## config.mk

```make
export PLATFORM = sky130hd
export DESIGN_NAME = sclk_dual_div
export DESIGN_NICKNAME = d
export VERILOG_FILES = /design/src/rtl/sclk_div_pkg.sv /design/src/rtl/sclk_half_calc.sv /design/src/rtl/sclk_cfg_hold.sv /design/src/rtl/sclk_half_counter.sv /design/src/rtl/sclk_level_gen.sv /design/src/rtl/sclk_dual_div.sv
export SDC_FILE = /design/constraint.sdc
export NUM_CORES = 1
export LEC_CHECK = 0
export BUFFER_PORTS_ARGS = -buffer_cell sky130_fd_sc_hd__buf_2
export CAP_MARGIN = 0
export CORE_UTILIZATION = 50
export DETAILED_ROUTE_END_ITERATION = 8
export GPL_TIMING_DRIVEN = 0
export PLACE_DENSITY = 0.7
export SETUP_SLACK_MARGIN = 0.4
export SYNTH_ARGS = -nofsm -noshare
export SYNTH_HDL_FRONTEND = slang
export SYNTH_SLANG_ARGS = --single-unit
```

## constraint.sdc

```tcl
create_clock -name clk -period 2.3 [get_ports clk]
set_input_delay 0.46 -clock clk [delete_from_list [all_inputs] [get_ports clk]]
set_output_delay 0.46 -clock clk [all_outputs]
set_load 0.005 [all_outputs]
```

## src/rtl/sclk_div_pkg.sv

```systemverilog
// Package: shared defaults and the law-select encoding for the serial
// clock divider. Assumes nothing beyond being compiled first.
package sclk_div_pkg;

    // Default width of the linear divisor field.
    localparam int DEF_LIN_W = 8;
    // Default width of the exponent field.
    localparam int DEF_EXP_W = 4;

    // Encoding of the law-select bit in the control word.
    typedef enum logic {
        LAW_EXP = 1'b0,
        LAW_LIN = 1'b1
    } div_law_e;

    // Larger of two integers, used to size the half-period counter.
    function automatic int max_of(input int a, input int b);
        return (a > b) ? a : b;
    endfunction

endpackage

```

## src/rtl/sclk_half_calc.sv

```systemverilog
// Decodes a control word into a terminal count, which is the half period
// minus one. Purely combinational.
// Assumes CNT_W is large enough for both 2^LIN_W and 2^(2^EXP_W - 2).
module sclk_half_calc
    import sclk_div_pkg::*;
#(
    parameter int LIN_W = DEF_LIN_W,
    parameter int EXP_W = DEF_EXP_W,
    parameter int CNT_W = 15,
    localparam int WORD_W = LIN_W + EXP_W + 1
) (
    input  logic [WORD_W-1:0] ctrl_word,
    output logic [CNT_W-1:0]  term_cnt
);

    div_law_e             law;
    logic [LIN_W-1:0]     lin_fld;
    logic [EXP_W-1:0]     exp_fld;
    logic [CNT_W-1:0]     lin_tc;
    logic [CNT_W-1:0]     exp_tc;

    // Split the control word into its law bit and its two fields.
    always_comb begin
        law     = div_law_e'(ctrl_word[WORD_W-1]);
        lin_fld = ctrl_word[LIN_W-1:0];
        exp_fld = ctrl_word[LIN_W+EXP_W-1:LIN_W];
    end

    // Linear law: the half period is N+1, so the terminal count is N.
    always_comb begin
        lin_tc = {{(CNT_W-LIN_W){1'b0}}, lin_fld};
    end

    // Exponential law: the terminal count is 2^(E-1)-1, which is a run of
    // E-1 low ones. E of 0 or 1 gives 0, i.e. divide-by-2.
    always_comb begin
        for (int i = 0; i < CNT_W; i++) begin
            exp_tc[i] = ((i + 1) < int'(exp_fld));
        end
    end

    // Pick the terminal count of the selected law.
    always_comb begin
        term_cnt = (law == LAW_LIN) ? lin_tc : exp_tc;
    end

endmodule

```

## src/rtl/sclk_cfg_hold.sv

```systemverilog
// Holds the decoded terminal count. It loads only while the divider is
// idle, so a run keeps the ratio present just before enable rose.
// Synchronous active-low reset.
module sclk_cfg_hold #(
    parameter int CNT_W = 15
) (
    input  logic             clk,
    input  logic             rst_n,
    input  logic             en,
    input  logic [CNT_W-1:0] term_in,
    output logic [CNT_W-1:0] term_q
);

    // Load the terminal count on idle cycles, hold it while running.
    always_ff @(posedge clk) begin
        if (!rst_n) begin
            term_q <= '0;
        end else if (!en) begin
            term_q <= term_in;
        end
    end

endmodule

```

## src/rtl/sclk_half_counter.sv

```systemverilog
// Counts module clocks within one half period. It raises a combinational
// hit on the terminal count and registers that hit as the tick output.
// Assumes term_q is stable while en is high.
module sclk_half_counter #(
    parameter int CNT_W = 15
) (
    input  logic             clk,
    input  logic             rst_n,
    input  logic             en,
    input  logic [CNT_W-1:0] term_q,
    output logic             hit,
    output logic             tick
);

    logic [CNT_W-1:0] cnt_q;

    // Terminal count reached on an enabled cycle.
    always_comb begin
        hit = en && (cnt_q == term_q);
    end

    // Advance or wrap the half-period count; clear it when idle.
    always_ff @(posedge clk) begin
        if (!rst_n || !en) begin
            cnt_q <= '0;
        end else if (hit) begin
            cnt_q <= '0;
        end else begin
            cnt_q <= cnt_q + 1'b1;
        end
    end

    // Register the hit as a one-cycle tick.
    always_ff @(posedge clk) begin
        if (!rst_n) begin
            tick <= 1'b0;
        end else begin
            tick <= hit;
        end
    end

endmodule

```

## src/rtl/sclk_level_gen.sv

```systemverilog
// Drives the serial clock level. It toggles on each hit while running and
// follows the idle level while disabled. Synchronous active-low reset to 0.
module sclk_level_gen (
    input  logic clk,
    input  logic rst_n,
    input  logic en,
    input  logic hit,
    input  logic idle_lvl,
    output logic sclk
);

    // Toggle on hit, park at the idle level when disabled.
    always_ff @(posedge clk) begin
        if (!rst_n) begin
            sclk <= 1'b0;
        end else if (!en) begin
            sclk <= idle_lvl;
        end else if (hit) begin
            sclk <= ~sclk;
        end
    end

endmodule

```

## src/rtl/sclk_dual_div.sv

```systemverilog
// Top of the dual-law serial clock divider. It decodes the control word,
// holds the result while running, counts half periods and drives the clock
// level and the transition tick. Assumes one clock domain and a
// synchronous active-low reset.
module sclk_dual_div
    import sclk_div_pkg::*;
#(
    parameter int LIN_W = DEF_LIN_W,
    parameter int EXP_W = DEF_EXP_W,
    localparam int WORD_W = LIN_W + EXP_W + 1,
    localparam int CNT_W  = max_of(LIN_W + 1, (1 << EXP_W) - 1)
) (
    input  logic              clk,
    input  logic              rst_n,
    input  logic              en,
    input  logic [WORD_W-1:0] ctrl_word,
    input  logic              idle_lvl,
    output logic              sclk,
    output logic              half_tick
);

    logic [CNT_W-1:0] term_raw;
    logic [CNT_W-1:0] term_q;
    logic             hit;

    // Decode the word into a terminal count.
    sclk_half_calc #(
        .LIN_W (LIN_W),
        .EXP_W (EXP_W),
        .CNT_W (CNT_W)
    ) u_calc (
        .ctrl_word (ctrl_word),
        .term_cnt  (term_raw)
    );

    // Hold the terminal count while running.
    sclk_cfg_hold #(
        .CNT_W (CNT_W)
    ) u_hold (
        .clk     (clk),
        .rst_n   (rst_n),
        .en      (en),
        .term_in (term_raw),
        .term_q  (term_q)
    );

    // Count half periods and produce the tick.
    sclk_half_counter #(
        .CNT_W (CNT_W)
    ) u_cnt (
        .clk    (clk),
        .rst_n  (rst_n),
        .en     (en),
        .term_q (term_q),
        .hit    (hit),
        .tick   (half_tick)
    );

    // Drive the serial clock level.
    sclk_level_gen u_lvl (
        .clk      (clk),
        .rst_n    (rst_n),
        .en       (en),
        .hit      (hit),
        .idle_lvl (idle_lvl),
        .sclk     (sclk)
    );

endmodule

```

---- Word-level counts from Yosys, hierarchy flattened ----
Cells that the tools add are included.
word-level totals
  flip-flop bits (word level) ............. 32
  latch bits .............................. 0
  bits in writable memories ............... 0
  memory bits (read-only) ................. 0
  input port bits ......................... 17
  output and inout port bits .............. 2
  word-level logic and storage cells ...... 30
  memories kept ........................... 0
cells by class
  add/subtract/negate cells ............... 1
  multiply operators ...................... 0
  divide/modulo/power cells ............... 0
  $lt $le $gt $ge ......................... 14
  eq/ne operators ......................... 2
  shift-type cells ........................ 0
  multiplexer cells ....................... 3
  bitwise logic cells ..................... 1
  reduce and logical (&&, ||, !) cells .... 5
operator list
  operator                                                                      count
  4-bit less-than comparator (first input constant)                             7
  3-bit by 4-bit less-than comparator with 1-bit output (first input constant)  4
  15-bit by 1-bit adder with 15-bit output (second input constant)              1
  15-bit == test                                                                1
  14-bit two-way mux                                                            1
  2-bit by 4-bit less-than comparator with 1-bit output (first input constant)  2
  1-bit by 4-bit less-than comparator with 1-bit output (first input constant)  1
  1-bit zero test                                                               2
  1-bit two-way mux                                                             2
  2-bit by 1-bit != test with 1-bit output (second input constant)              1
  2-bit OR reduction                                                            1
  1-bit logical AND                                                             1
  1-bit logical OR                                                              1
  1-bit NOT                                                                     1

---- Depth between registers and ports, before layout ----
  word-level depth ........................ 4
  depth in mapped cells ................... 7
  mapped depth without buffers ............ 6

---- By module ----
A second synthesis with hierarchy kept.
second synthesis, totals
  cell total of the unflattened synthesis .. 189
  area, all modules ....................... 1721.7 um2
modules (own cells, without submodules)
  module             times used  cells an instance  area each (um2)  sequential area each (um2)
  sclk_half_counter  1           95                 879.6            320.3
  sclk_cfg_hold      1           48                 579.3            300.3
  sclk_half_calc     1           42                 224.0            0.0
  sclk_level_gen     1           4                  38.8             20.0

---- Worst setup path before layout ----
Ideal clock, no wire load.
  kind .................................... reg-to-reg
  start point ............................. register u_cnt.cnt_q[0]
  end point ............................... register u_cnt.cnt_q[12]
  library setup time ...................... 115 ps
  arrival ................................. 1371 ps
  data required time ...................... 2185 ps
  setup slack ............................. 815 ps
  stages on the path, launching flop included .. 6
  path buffers ............................ 0
  period minus slack after synthesis ...... 1485 ps
  cell sequence ........................... dfxtp_1 ha_1 nand2_1 or4_1 xnor2_1 nor2_1
between the ends
  word-level cells in the longest chain between the ends .. 3
  elaborated cells on any way between the ends .. 4
  those cells by class .................... add/sub: 1; eq/ne: 1; reduce/logical: 2
RTL lines
  item                                                                              RTL line                 source
  from (decl)                                                                       sclk_half_counter.sv:15  logic [CNT_W-1:0] cnt_q;
  from (signal assigned)                                                            sclk_half_counter.sv:29  cnt_q <= cnt_q + 1'b1;
  branches (longest 3 deep; another with 15-bit by 1-bit adder with 15-bit output)  -
Several ways; the timed one is not identified.
A chain may end at the register's enable or synchronous reset.

---- Worst setup path after layout ----
  start point ............................. register u_cnt.cnt_q[1]
  end point ............................... register u_cnt.cnt_q[9]
The elaborated chain is that of the path after synthesis.

==> impl_metrics.ini <==
[run_status]
outcome = completed

[drt]
vias = 1173
post_drt_wl_per_cell_microns = 11.9
postRouteAntennaNets = 0
wirelength_microns = 2740
drt_iter0_markers = 45
route.detailed.drc = 0
drtPass1Iterations = 4
vias_per_cell = 5.12

[placement]
io_buffers = 16
pre_cts_ws_ns = 0.653
dp_cells = 221
gp_congestion = 0.822
dp_hpwl_microns = 2170

[synthesis]
synthAdderAreaFrac_pct = 0.855
synth_xor_area_share_pct = 16.8
synth_top_family_by_area = simple AND/OR/NAND/NOR gates
syn_nets = 192
syn_avg_cell_area_sq_um = 8.41
synthDistinctLibCells = 33
syn_inst = 174
synthSimpleGateAreaFrac_pct = 24.8
ys_seq_area_share_pct = 42.4
ys_warn_count = 0
syn_area_sq_mm = 0.00146
yosys_register_bits = 31
synth.area.mux_share_pct = 0.684
synth-compound-area-share_pct = 11.6

[global_routing]
grt_max_degree = 11
antenna_found_initial = 0
grt_usage_pct = 19.8
grt_pass1_vias = 1073
globalRouteMet3Util_pct = 6.51
grtUsageMet2_pct = 31.0
grt_pass1_wl_microns = 4740
met1_usage_pct = 24.8
grt_most_used_layer = met2
grt_overflow = 0

[cts]
cts_root_buffer = clkbuf_4
cts.hold.buffers_added = 0
clkLatencyLatePin_ns = 0.33
postCtsSetupBuffers = 0
cts_htree_levels = 2
cts_made_buffers = 5
path_clk_slew_ns = 0.10
cts.sinks = 31
cts_buffer_depth = 2
cts_tree = built
cts_resized = 0

[die]
coreArea_sq_mm = 0.00276
io_pins = 19
fp.dieArea_sq_mm = 0.00315
initial_utilization_pct = 53.1
fp.dieW_microns = 56.1
die_y_microns = 56.1
fp-row-count = 19

[pwr]
p_int_mw = 0.857
design_power_total_mw = 1.11
switchingPower_mw = 0.251
ir_drop_mv = 0.525
pwr-share-comb_pct = 9.4
powerDensity_mw_per_mm2 = 664
p_sw_share_pct = 22.6
seqPwrFrac_pct = 51.2
pwr-share-clk_pct = 39.4
power_leakage_nw = 0.716

[timing]
finalCritPeriodShare_pct = 70.9
fin_tns_setup_ns = 0
finClkSkew_ns = 0.0154
hold_viol = 0
timing_worst_slew_pin_value_ns = 0.435
drv_slew = 0
setup_ws_ns = 0.669
setup_viol = 0
fin_crit_ns = 1.63
rsz0062_at_grt = no
max_freq_ghz = 0.613
relSlewSlack_pct = 70.8

[cells_and_area]
instances_no_fill = 229
fill_cells = 252
antennaDiodeCount = 0
drive_gt1_share_pct = 14.6
fin_nets = 215
syn_to_final_growth_pct = 14.0
final_core_util_pct = 60.5

[flow_run]
max_cap_violations = 0

[worst_setup_path]
crit_type = flip-flop to flip-flop
crit_fanout = 10
crit_required_ns = 2.53
crit_chain = xor2_1 -> nor4_1 -> nand4_1 -> nand2_2 -> buf_4 -> nor2_1
crit_slowest_cell = dfxtp_1
startpoint_type = flip-flop
cp-end-kind = flip-flop
crit_buf_inv = 1
slowest_delay_ns = 0.37
cp_top_family = simple AND/OR/NAND/NOR gates
worstPathArrival_ns = 1.86

[hold_path]
hp-class = input port to flip-flop
-- registers in the layout (all words and copies together) (netlist names) --
signal	flops
u_cnt.tick	1
u_lvl.sclk	1
u_cnt.cnt_q	15
u_hold.term_q	14
-- kinds of logic after synthesis --
logic type / Yosys count
adder cells (fa/ha/maj): 1
buffers and inverters: 10
flip-flops: 31
multiplexers: 1
AND/OR/NAND/NOR: 74
XOR/XNOR: 28
AO/OA/AOI/OAI: 29
-- final cells by class --
type                       count  area, sq um  share of cell area (%)
buffer                         8         35.0                    2.10
clock buffer                   6         51.3                    3.07
clock inverter                 2         35.0                    2.10
inverter                       2         7.51                   0.450
multi-input combinational    133          801                    48.0
sequential                    31          621                    37.2
tap                           31         38.8                    2.32
timing repair buffer          16         80.1                    4.80
-- through the flow --
| step | cell area, sq um | hold slack (ns) |
|---|---|---|
| after floorplan | 1460 | 0.447 |
| after global placement | 1580 | 0.463 |
| after detailed placement | 1580 | 0.464 |
| after CTS | 1670 | 0.387 |
| after global routing | 1670 | 0.405 |
| final | 1670 | 0.404 |
-- Yosys cell counts, drive strengths merged --
library cell,n,area (sq um)
a21o,1,7.51
a21oi,12,60.1
a22o,2,17.5
a31oi,2,12.5
a32o,1,10.0
and2,6,37.5
and3,2,12.5
and4,1,8.76
buf,1,7.51
clkbuf,7,27.5
dfxtp,31,621
ha,1,12.5
inv,2,7.51
mux2i,1,10.0
nand2,17,66.3
nand2b,1,6.26
nand3,5,37.5
nand4,2,12.5
nor2,24,90.1
nor2b,3,18.8
nor3,8,40.0
nor4,3,18.8
o211a,1,10.0
o211ai,1,7.51
o21ai,9,45.0
or2,1,6.26
or4,1,7.51
xnor2,8,70.1
xor2,20,175
-- worst paths after layout --
check,start,end,slack [ns],cells past startpoint
max reg2reg,u_cnt.cnt_q[1]$_SDFF_PP0_,u_cnt.cnt_q[9]$_SDFF_PP0_,0.67,6
max,u_cnt.cnt_q[1]$_SDFF_PP0_,u_cnt.cnt_q[9]$_SDFF_PP0_,0.67,6
min,idle_lvl,u_lvl.sclk$_SDFFE_PN0P_,0.40,3
min reg2reg,u_hold.term_q[10]$_SDFFE_PN0N_,u_hold.term_q[10]$_SDFFE_PN0N_,0.48,1
-- power groups by stage --
stage | Clock [mW] | Combinational, mW | Sequential (mW)
finish | 0.436 | 0.104 | 0.567
CTS | 0.448 | 0.106 | 0.567
global route | 0.471 | 0.121 | 0.569
global placement | 0 | 0.103 | 0.579
detailed placement | 0 | 0.105 | 0.580
floorplan | 0 | 0.0719 | 0.576
-- cell usage in the layout, fill, tap and decap left out, types with 2 or more instances in the layout --
| master | n |
|---|---|
| and3_1 | 2 |
| nor2b_1 | 3 |
| inv_1 | 2 |
| nor4_1 | 3 |
| nor2_1 | 24 |
| a21oi_1 | 12 |
| buf_2 | 16 |
| a22o_1 | 2 |
| clkbuf_4 | 5 |
| dfxtp_1 | 31 |
| and2_1 | 5 |
| xor2_1 | 20 |
| nand4_1 | 2 |
| o21ai_0 | 9 |
| nor3_1 | 8 |
| nand3_1 | 4 |
| a31oi_1 | 2 |
| xnor2_1 | 8 |
| clkbuf_1 | 6 |
| nand2_1 | 16 |
-- per-layer routing --
layer	part of all wire, %	vias up
met3	4.4	5
li1	-	631
met1	47	513
met4	1.8	0
met5	0	-
met2	46	24
-- worst register-to-register path: cells and delay by family, from the launching register on --
family	cells	cell delay (ns)
xor gates and xnor gates	1	0.17
buffers and inverters	1	0.18
DFF	1	0.37
and+or+nand+nor	4	0.82
Note: power is estimated with default switching activity, not from simulation.
